$ cat config.mk
export PLATFORM = sky130hd
export DESIGN_NAME = store_load_overlap_det
export DESIGN_NICKNAME = d
export VERILOG_FILES = /design/src/rtl/slo_pkg.sv /design/src/rtl/slo_match.sv /design/src/rtl/slo_table.sv /design/src/rtl/store_load_overlap_det.sv
export SDC_FILE = /design/constraint.sdc
export NUM_CORES = 1
export LEC_CHECK = 0
export BUFFER_PORTS_ARGS = -buffer_cell sky130_fd_sc_hd__buf_2
export CELL_PAD_IN_SITES_DETAIL_PLACEMENT = 1
export CELL_PAD_IN_SITES_GLOBAL_PLACEMENT = 1
export CORE_MARGIN = 10
export CORE_UTILIZATION = 41
export DETAILED_ROUTE_END_ITERATION = 10
export HOLD_SLACK_MARGIN = 0.02
export PLACE_DENSITY_LB_ADDON = 0.1
export SYNTH_ARGS = -nofsm -noshare
export SYNTH_HDL_FRONTEND = slang
export SYNTH_SLANG_ARGS = --single-unit
$ cat constraint.sdc
create_clock -name clk_i -period 12.1 [get_ports clk_i]
set_input_delay 3.63 -clock clk_i [delete_from_list [all_inputs] [get_ports clk_i]]
set_output_delay 3.63 -clock clk_i [all_outputs]
set_load 0.05 [all_outputs]
$ cat src/rtl/slo_pkg.sv
package slo_pkg;
  localparam int DEF_DEPTH  = 5;
  localparam int DEF_TAG_W  = 16;
  localparam int DEF_SIZE_W = 5;

  typedef enum logic [1:0] {
    HK_NONE  = 2'd0,
    HK_EXACT = 2'd1,
    HK_SWAP  = 2'd2,
    HK_RANGE = 2'd3
  } hit_kind_e;
endpackage

$ cat src/rtl/slo_match.sv
module slo_match #(
  parameter int TAG_W  = slo_pkg::DEF_TAG_W,
  parameter int SIZE_W = slo_pkg::DEF_SIZE_W
) (
  input  logic              e_vld_i,
  input  logic              e_const_i,
  input  logic [TAG_W-1:0]  e_a_i,
  input  logic [TAG_W-1:0]  e_b_i,
  input  logic [SIZE_W-1:0] e_size_i,
  input  logic              ld_vld_i,
  input  logic              ld_const_i,
  input  logic [TAG_W-1:0]  ld_a_i,
  input  logic [TAG_W-1:0]  ld_b_i,
  input  logic [SIZE_W-1:0] ld_size_i,
  output slo_pkg::hit_kind_e kind_o
);
  localparam int EXT_W = TAG_W + 1;
  localparam int PAD_W = EXT_W - SIZE_W;

  logic             exact, swap, same_base, both_const, range_hit;
  logic [EXT_W-1:0] e_lo, l_lo, e_hi, l_hi;

  assign exact      = (e_const_i == ld_const_i) && (e_a_i == ld_a_i) && (e_b_i == ld_b_i);
  assign swap       = !e_const_i && !ld_const_i && (e_a_i == ld_b_i) && (e_b_i == ld_a_i);
  assign same_base  = (e_b_i == ld_b_i);
  assign both_const = e_const_i && ld_const_i;

  // one extra bit keeps offset+size from wrapping
  assign e_lo = {1'b0, e_a_i};
  assign l_lo = {1'b0, ld_a_i};
  assign e_hi = e_lo + {{PAD_W{1'b0}}, e_size_i};
  assign l_hi = l_lo + {{PAD_W{1'b0}}, ld_size_i};

  always_comb begin
    range_hit = 1'b0;
    if (same_base && both_const) begin
      if (e_lo < l_lo) range_hit = (e_hi > l_lo);
      else             range_hit = (l_hi > e_lo);
    end
  end

  always_comb begin
    kind_o = slo_pkg::HK_NONE;
    if (e_vld_i && ld_vld_i) begin
      if (exact)          kind_o = slo_pkg::HK_EXACT;
      else if (swap)      kind_o = slo_pkg::HK_SWAP;
      else if (range_hit) kind_o = slo_pkg::HK_RANGE;
    end
  end
endmodule

$ cat src/rtl/slo_table.sv
module slo_table #(
  parameter int DEPTH  = slo_pkg::DEF_DEPTH,
  parameter int TAG_W  = slo_pkg::DEF_TAG_W,
  parameter int SIZE_W = slo_pkg::DEF_SIZE_W,
  parameter int CNT_W  = $clog2(DEPTH + 1)
) (
  input  logic                          clk_i,
  input  logic                          rst_ni,
  input  logic                          clr_i,
  input  logic                          wr_i,
  input  logic                          wr_const_i,
  input  logic [TAG_W-1:0]              wr_a_i,
  input  logic [TAG_W-1:0]              wr_b_i,
  input  logic [SIZE_W-1:0]             wr_size_i,
  output logic [DEPTH-1:0]              vld_o,
  output logic [DEPTH-1:0]              const_o,
  output logic [DEPTH-1:0][TAG_W-1:0]   a_o,
  output logic [DEPTH-1:0][TAG_W-1:0]   b_o,
  output logic [DEPTH-1:0][SIZE_W-1:0]  size_o,
  output logic [CNT_W-1:0]              cnt_o
);
  localparam logic [CNT_W-1:0] FULL = CNT_W'(DEPTH);

  logic [CNT_W-1:0] cnt_q;
  logic             wr_ok;

  // group end wins over a store in the same cycle
  assign wr_ok = wr_i && !clr_i && (cnt_q < FULL);

  always_ff @(posedge clk_i or negedge rst_ni) begin
    if (!rst_ni)    cnt_q <= '0;
    else if (clr_i) cnt_q <= '0;
    else if (wr_ok) cnt_q <= cnt_q + 1'b1;
  end

  for (genvar i = 0; i < DEPTH; i++) begin : g_ent
    logic sel;
    assign sel = wr_ok && (cnt_q == CNT_W'(i));

    always_ff @(posedge clk_i or negedge rst_ni) begin
      if (!rst_ni)    vld_o[i] <= 1'b0;
      else if (clr_i) vld_o[i] <= 1'b0;
      else if (sel)   vld_o[i] <= 1'b1;
    end

    always_ff @(posedge clk_i or negedge rst_ni) begin
      if (!rst_ni) begin
        const_o[i] <= 1'b0;
        a_o[i]     <= '0;
        b_o[i]     <= '0;
        size_o[i]  <= '0;
      end else if (sel) begin
        const_o[i] <= wr_const_i;
        a_o[i]     <= wr_a_i;
        b_o[i]     <= wr_b_i;
        size_o[i]  <= wr_size_i;
      end
    end
  end

  assign cnt_o = cnt_q;
endmodule

$ cat src/rtl/store_load_overlap_det.sv
module store_load_overlap_det #(
  parameter int DEPTH  = slo_pkg::DEF_DEPTH,
  parameter int TAG_W  = slo_pkg::DEF_TAG_W,
  parameter int SIZE_W = slo_pkg::DEF_SIZE_W
) (
  input  logic              clk_i,
  input  logic              rst_ni,
  input  logic              grp_end_i,
  input  logic              st_valid_i,
  input  logic              st_a_const_i,
  input  logic [TAG_W-1:0]  st_a_i,
  input  logic [TAG_W-1:0]  st_b_i,
  input  logic [SIZE_W-1:0] st_size_i,
  input  logic              ld_valid_i,
  input  logic              ld_a_const_i,
  input  logic [TAG_W-1:0]  ld_a_i,
  input  logic [TAG_W-1:0]  ld_b_i,
  input  logic [SIZE_W-1:0] ld_size_i,
  output logic              conflict_o
);
  localparam int CNT_W = $clog2(DEPTH + 1);

  logic [DEPTH-1:0]             e_vld, e_const, hit;
  logic [DEPTH-1:0][TAG_W-1:0]  e_a, e_b;
  logic [DEPTH-1:0][SIZE_W-1:0] e_size;
  logic [CNT_W-1:0]             st_cnt;

  slo_table #(
    .DEPTH(DEPTH), .TAG_W(TAG_W), .SIZE_W(SIZE_W), .CNT_W(CNT_W)
  ) u_tab (
    .clk_i     (clk_i),
    .rst_ni    (rst_ni),
    .clr_i     (grp_end_i),
    .wr_i      (st_valid_i),
    .wr_const_i(st_a_const_i),
    .wr_a_i    (st_a_i),
    .wr_b_i    (st_b_i),
    .wr_size_i (st_size_i),
    .vld_o     (e_vld),
    .const_o   (e_const),
    .a_o       (e_a),
    .b_o       (e_b),
    .size_o    (e_size),
    .cnt_o     (st_cnt)
  );

  for (genvar i = 0; i < DEPTH; i++) begin : g_cmp
    slo_pkg::hit_kind_e kind;
    slo_match #(.TAG_W(TAG_W), .SIZE_W(SIZE_W)) u_m (
      .e_vld_i   (e_vld[i]),
      .e_const_i (e_const[i]),
      .e_a_i     (e_a[i]),
      .e_b_i     (e_b[i]),
      .e_size_i  (e_size[i]),
      .ld_vld_i  (ld_valid_i),
      .ld_const_i(ld_a_const_i),
      .ld_a_i    (ld_a_i),
      .ld_b_i    (ld_b_i),
      .ld_size_i (ld_size_i),
      .kind_o    (kind)
    );
    assign hit[i] = (kind != slo_pkg::HK_NONE);
  end

  assign conflict_o = |hit;
endmodule

; Yosys cells after proc, flatten, opt, wreduce, memory -nomap -nowiden
; Index checks and enable logic that the tools add are counted.
[classes]
n_reduce_logical = 67
order_cmp = 16
n_addsub = 7
n_eq_ne = 29
muxes = 42
[ops]
columns = cell, count
row1 = $eq 16x16->1, 20
row2 = $gt 17x16->1, 10
row3 = $add 16x5->17, 6
row4 = $lt 16x16->1, 5
row5 = $logic_and 1x1->1, 47
row6 = $mux 2, 20
row7 = $reduce_bool 2->1, 11
row8 = $mux 1, 20
row9 = $logic_not 1->1, 7
row10 = $eq 3x2->1 const B, 2
row11 = $mux 3, 2
row12 = $eq 1x1->1, 5
row13 = $reduce_or 5->1, 1
row14 = $add 3x1->3 const B, 1
row15 = $eq 3x1->1 const B, 1
row16 = $eq 3x3->1 const B, 1
row17 = $logic_not 3->1, 1
row18 = $lt 3x3->1 const B, 1
[word_totals]
elab_cells = 187
reg_bits = 198
out_inout_bits = 1
in_bits = 81

; Longest topological paths before layout
[depth]
depth_word = 10
ltp_mapped = 19
mapped_depth_nobuf = 19

; By module
; Synthesis repeated with hierarchy kept, for this count alone.
[unflattened]
cells_unflattened = 2124
area_unflattened_um2 = 20199.4
[modules_own_cells]
columns = module, n_inst, area_each_um2, cells_per_inst, seq_area_each_um2
row1 = slo_table, 1, 7548.5, 441, 4954.8
row2 = slo_match (g_cmp[3].u_m ...), 2, 2527.4, 332, 0.0
row3 = slo_match (g_cmp[0].u_m), 1, 2541.2, 339, 0.0
row4 = slo_match (g_cmp[2].u_m), 1, 2532.4, 336, 0.0
row5 = slo_match (g_cmp[1].u_m), 1, 2501.1, 340, 0.0
row6 = store_load_overlap_det, 1, 21.3, 4, 0.0

; Worst setup path after synthesis
; No wires, ideal clock.
[synth_timing]
kind = input to output
startpoint = input port ld_a_i[1]
endpoint = output port conflict_o
path_buffers = 2
required_ps = 8470
arrival_ps = 7557
stages = 18
setup_slack_ps = 913
path_cell_list = clkbuf_1 > inv_1 > fa_1 > nor2b_4 > o31a_1 > or2_1 > buf_6 > or3b_1 > xnor2_1 > ha_1 > nand4_1 > a21oi_1 > nor2_1 > nor4b_4 > o21ai_2 > mux2_4 > a311oi_2 > nand4_1
[synth_between]
elab_chain_len = 10
word_cells_on_any_way = 77
classes_between = 1 x add/sub / 15 x order compare / 10 x eq/ne / 30 x mux / 21 x reduce/logical
[synth_lines]
columns = element, line
row1 = "start, declared", store_load_overlap_det.sv:16  ; input logic [TAG_W-1:0] ld_a_i,
row2 = $add 16x5->17, slo_match.sv:32  ; assign l_hi = l_lo + {{PAD_W{1'b0}}, ld_size_i};
row3 = $gt 17x16->1, slo_match.sv:38  ; else range_hit = (l_hi > e_lo);
row4 = $mux 1, slo_match.sv:37  ; if (e_lo < l_lo) range_hit = (e_hi > l_lo);
row5 = $mux 1, slo_match.sv:36  ; if (same_base && both_const) begin
row6 = $mux 2, slo_match.sv:47  ; else if (range_hit) kind_o = slo_pkg::HK_RANGE;
row7 = $mux 2, slo_match.sv:46  ; else if (swap) kind_o = slo_pkg::HK_SWAP;
row8 = $mux 2, slo_match.sv:45  ; if (exact) kind_o = slo_pkg::HK_EXACT;
row9 = $mux 2, slo_match.sv:44  ; if (e_vld_i && ld_vld_i) begin
row10 = $reduce_bool 2->1, store_load_overlap_det.sv:62  ; assign hit[i] = (kind != slo_pkg::HK_NONE);
row11 = $reduce_or 5->1 *, store_load_overlap_det.sv:65  ; assign conflict_o = |hit;
row12 = "end, declared", store_load_overlap_det.sv:19  ; output logic conflict_o
; Mark *: on every way between the ends. The rest lies on a longest branch, timed or not.

; Worst setup path after layout
[layout_timing]
startpoint = input port ld_a_i[0]
endpoint = output port conflict_o
; Same word-level chain as after synthesis.

==> results.cfg <==
[pwr]
power_density_nw_per_um2 = 170
cellLeakagePower_uw = 0.00899
ir_drop_mv = 0.123
total_power_uw = 3360

[clocking]
cts_hold_buffers = 0
cts_num_sinks = 198
clkSlewWorstSetupHoldPaths_ps = 90
htreeDepth = 4
cts_tree = built
cts_made_buffers = 17
root_buffer = clkbuf_16
cts-resized-gates = 0
clk_path_buf_depth = 2
insertion_delay_ps = 510
postCtsSetupRepairBufs = 0

[setup_path]
crit_type = in2out
critPathArrivalTime_ps = 7990
critPathTopFamily = simple AND/OR/NAND/NOR gates
r2r-start = u_tab.cnt_o[2]
worstReg2RegEnd = u_tab.a_o[56]
cp_cell_sequence = buf_2, ha_1, inv_1, fa_1, nor2b_4, o31a_1, or2_1, or3b_1, xnor2_1, ha_1, nand4_1, a21oi_1, nor2_1, nor4b_4, o21ai_2, mux2_4, a311oi_2, nand4_1, buf_2
ff2ff_path_depth = 4
endpoint = conflict_o
critPathBufInv = 3
r2r_setup_slack_ps = 9510
worst-path-stages = 19
slowest_delay_ps = 600
crit_required_ps = 8470
cp_max_fo = 6
cp_slowest_cell = xnor2_1
startpoint_type = primary input
startpoint = ld_a_i[0]
crit_path_end_kind = primary output

[floorplanning]
io_pins = 82
die_area_sq_um = 52900
core_sq_um = 43400
die_w_microns = 230
die_h_microns = 230
fp-row-count = 76
initial_core_util_pct = 41.7

[logic_synthesis]
synth_commonest_cells = ha_1, xnor2_1, dfrtp_1
syn_area_sq_um = 18100
synthFlopType = dfrtp_1
yosysTopAreaCell = dfrtp_1
synth_most_common_cell = ha_1
synth-compound-area-share_pct = 10.8
synth-simple-area-share_pct = 12.9
synth_area_per_cell_sq_um = 9.46
ys_types = 68
synth_top_cell_area_share_pct = 27.4
synthAdderAreaFrac_pct = 20.4
synth_xor_xnor_area_share_pct = 15.4
yosys-mux-area-fraction_pct = 8.56
synthCells = 1910
synth.top_cells.by_area = dfrtp_1, ha_1, xnor2_1
synth-seq-cells = 198
yosysWarnings = 0
synth_nets = 2282
yosysSeqAreaShare_pct = 27.4
synthArstFlopShare_pct = 100
synth_top_family_by_area = adder cells
synth_edf_count = 0

[route]
vias = 15700
routed_wl_microns = 82300
viasPerCell = 6.09
drc = 0
ant_nets = 0
drt_iter0_drc = 1659
first_pass_iters = 7
route.detailed.wl_per_inst_microns = 31.9

[global_route]
grt_pass1_vias = 16000
grt_use_total_pct = 30.9
grtUsageMet3_pct = 5.01
grtUsageMet2_pct = 47.2
use_met1_pct = 42.8
busiest_layer = met2
grt_max_degree = 72
antenna_found_initial = 1
grt_pass1_wl_microns = 118000
grt_overflow = 0

[sta]
maxSlewHeadroom_pct = 11.9
period_minus_slack_ps = 11620
final_max_slew_viol_count = 0
worst_pin_slew_ps = 1310
final.setup.worst_slack_ps = 476
clock_skew_ps = 15.9
fmaxAchievable_mhz = 86.0
timing.hold.ws_ps = 514
setup_viol = 0
fin_crit_sh_pct = 96.1
setup_tns_ps = 0
rsz0062_at_grt = false
hold_viol = 0

[final_layout]
nNetsFinal = 2350
drive_gt1_share_pct = 14.9
seq_area_sq_um = 4950
area_growth_pct = 9.44
multi_input_area_sq_um = 12300
instances_no_fill = 2577
nFillCells = 4988

[placement]
gp_congestion = 1.00
dpl_worst_slack_ps = 403
dp.cells = 2544
portBuffers = 81
detailed_place_hpwl_microns = 64800

[hold_path]
hold_path.class = reg2reg

[outcome]
outcome = finished, final reports clean

[run]
cap_violations = 0
==> final cells by class <==
type / instances / share of cell area [%]
clock inverter: 14 / 0.860
tap: 585 / 3.70
multi-input combinational: 1502 / 62.2
timing repair buffer: 111 / 3.24
inverter: 148 / 2.81
antenna: 1 / 0.0127
clock buffer: 18 / 2.17
sequential: 198 / 25.1
==> cells in the final DEF, fill, tap and decap left out, drive strengths merged, types with 4 or more instances in the layout <==
| cell | Yosys | routed |
|---|---|---|
| a21oi | 88 | 88 |
| ha | 285 | 285 |
| clkinv | 0 | 6 |
| o21a | 10 | 10 |
| o21ai | 95 | 95 |
| a21boi | 5 | 5 |
| inv | 148 | 156 |
| nand3 | 58 | 58 |
| fa | 6 | 6 |
| nand2 | 110 | 110 |
| nor2b | 21 | 21 |
| buf | 32 | 111 |
| o211ai | 6 | 6 |
| and3 | 17 | 17 |
| a2111oi | 7 | 7 |
| xnor2 | 245 | 245 |
| mux2 | 137 | 137 |
| o31ai | 6 | 6 |
| xor2 | 72 | 72 |
| a211oi | 11 | 11 |
| o21bai | 8 | 8 |
| a32oi | 4 | 4 |
| clkbuf | 30 | 18 |
| dfrtp | 198 | 198 |
| nor4 | 38 | 38 |
| nor2 | 55 | 55 |
| nor3 | 26 | 26 |
| nand4 | 95 | 95 |
| a21o | 42 | 42 |
==> routing by layer <==
layer / wire [microns] / share of wire [%] / vias to the layer above
li1: - / - / 6962
met1: 37800 / 46 / 8063
met2: 36200 / 44 / 550
met3: 5300 / 6.4 / 123
met4: 3000 / 3.6 / 2
met5: 13 / 0.016 / -
==> cells by family (layout without fill, tap and decap cells) <==
logic type | after synthesis | in the layout
AND/OR/NAND/NOR | 445 | 445
XOR/XNOR | 317 | 317
AO/OA/AOI/OAI | 312 | 312
adder cells (fa/ha/maj) | 291 | 291
buffers and inverters | 210 | 291
flip-flops | 198 | 198
multiplexers | 137 | 137
other | 0 | 1
==> how the worst min path moves through the flow <==
stage	start	to	slack [ps]	depth (start not counted)
2_1_floorplan	u_tab.vld_o[0]	u_tab.vld_o[0]	480	1
3_5_place_dp	u_tab.size_o[17]	u_tab.size_o[17]	500	1
4_1_cts	u_tab.size_o[17]	u_tab.size_o[17]	520	1
3_3_place_gp	u_tab.size_o[14]	u_tab.size_o[14]	500	1
5_1_grt	u_tab.size_o[17]	u_tab.size_o[17]	530	1
6_report	u_tab.size_o[17]	u_tab.size_o[17]	510	1
==> state kept, by name, indices dropped and copies added, names as in the netlist <==
| register | cells |
|---|---|
| u_tab.vld_o | 5 |
| u_tab.const_o | 5 |
| u_tab.size_o | 25 |
| u_tab.a_o | 80 |
| u_tab.cnt_o | 3 |
| u_tab.b_o | 80 |
==> through the flow <==
stage | util, % | area (sq um)
final | 45.6 | 19800
after global placement | 44.2 | 19200
after floorplan | - | 18100
after CTS | 45.6 | 19800
after global routing | 45.6 | 19800
after detailed placement | 44.2 | 19200
==> where the power goes <==
group          total, uW  switching (uW)  internal [uW]
registers           1100             286            814
logic               1640             953            684
clock network        619             338            281
Power figures use the tool's default switching activity.
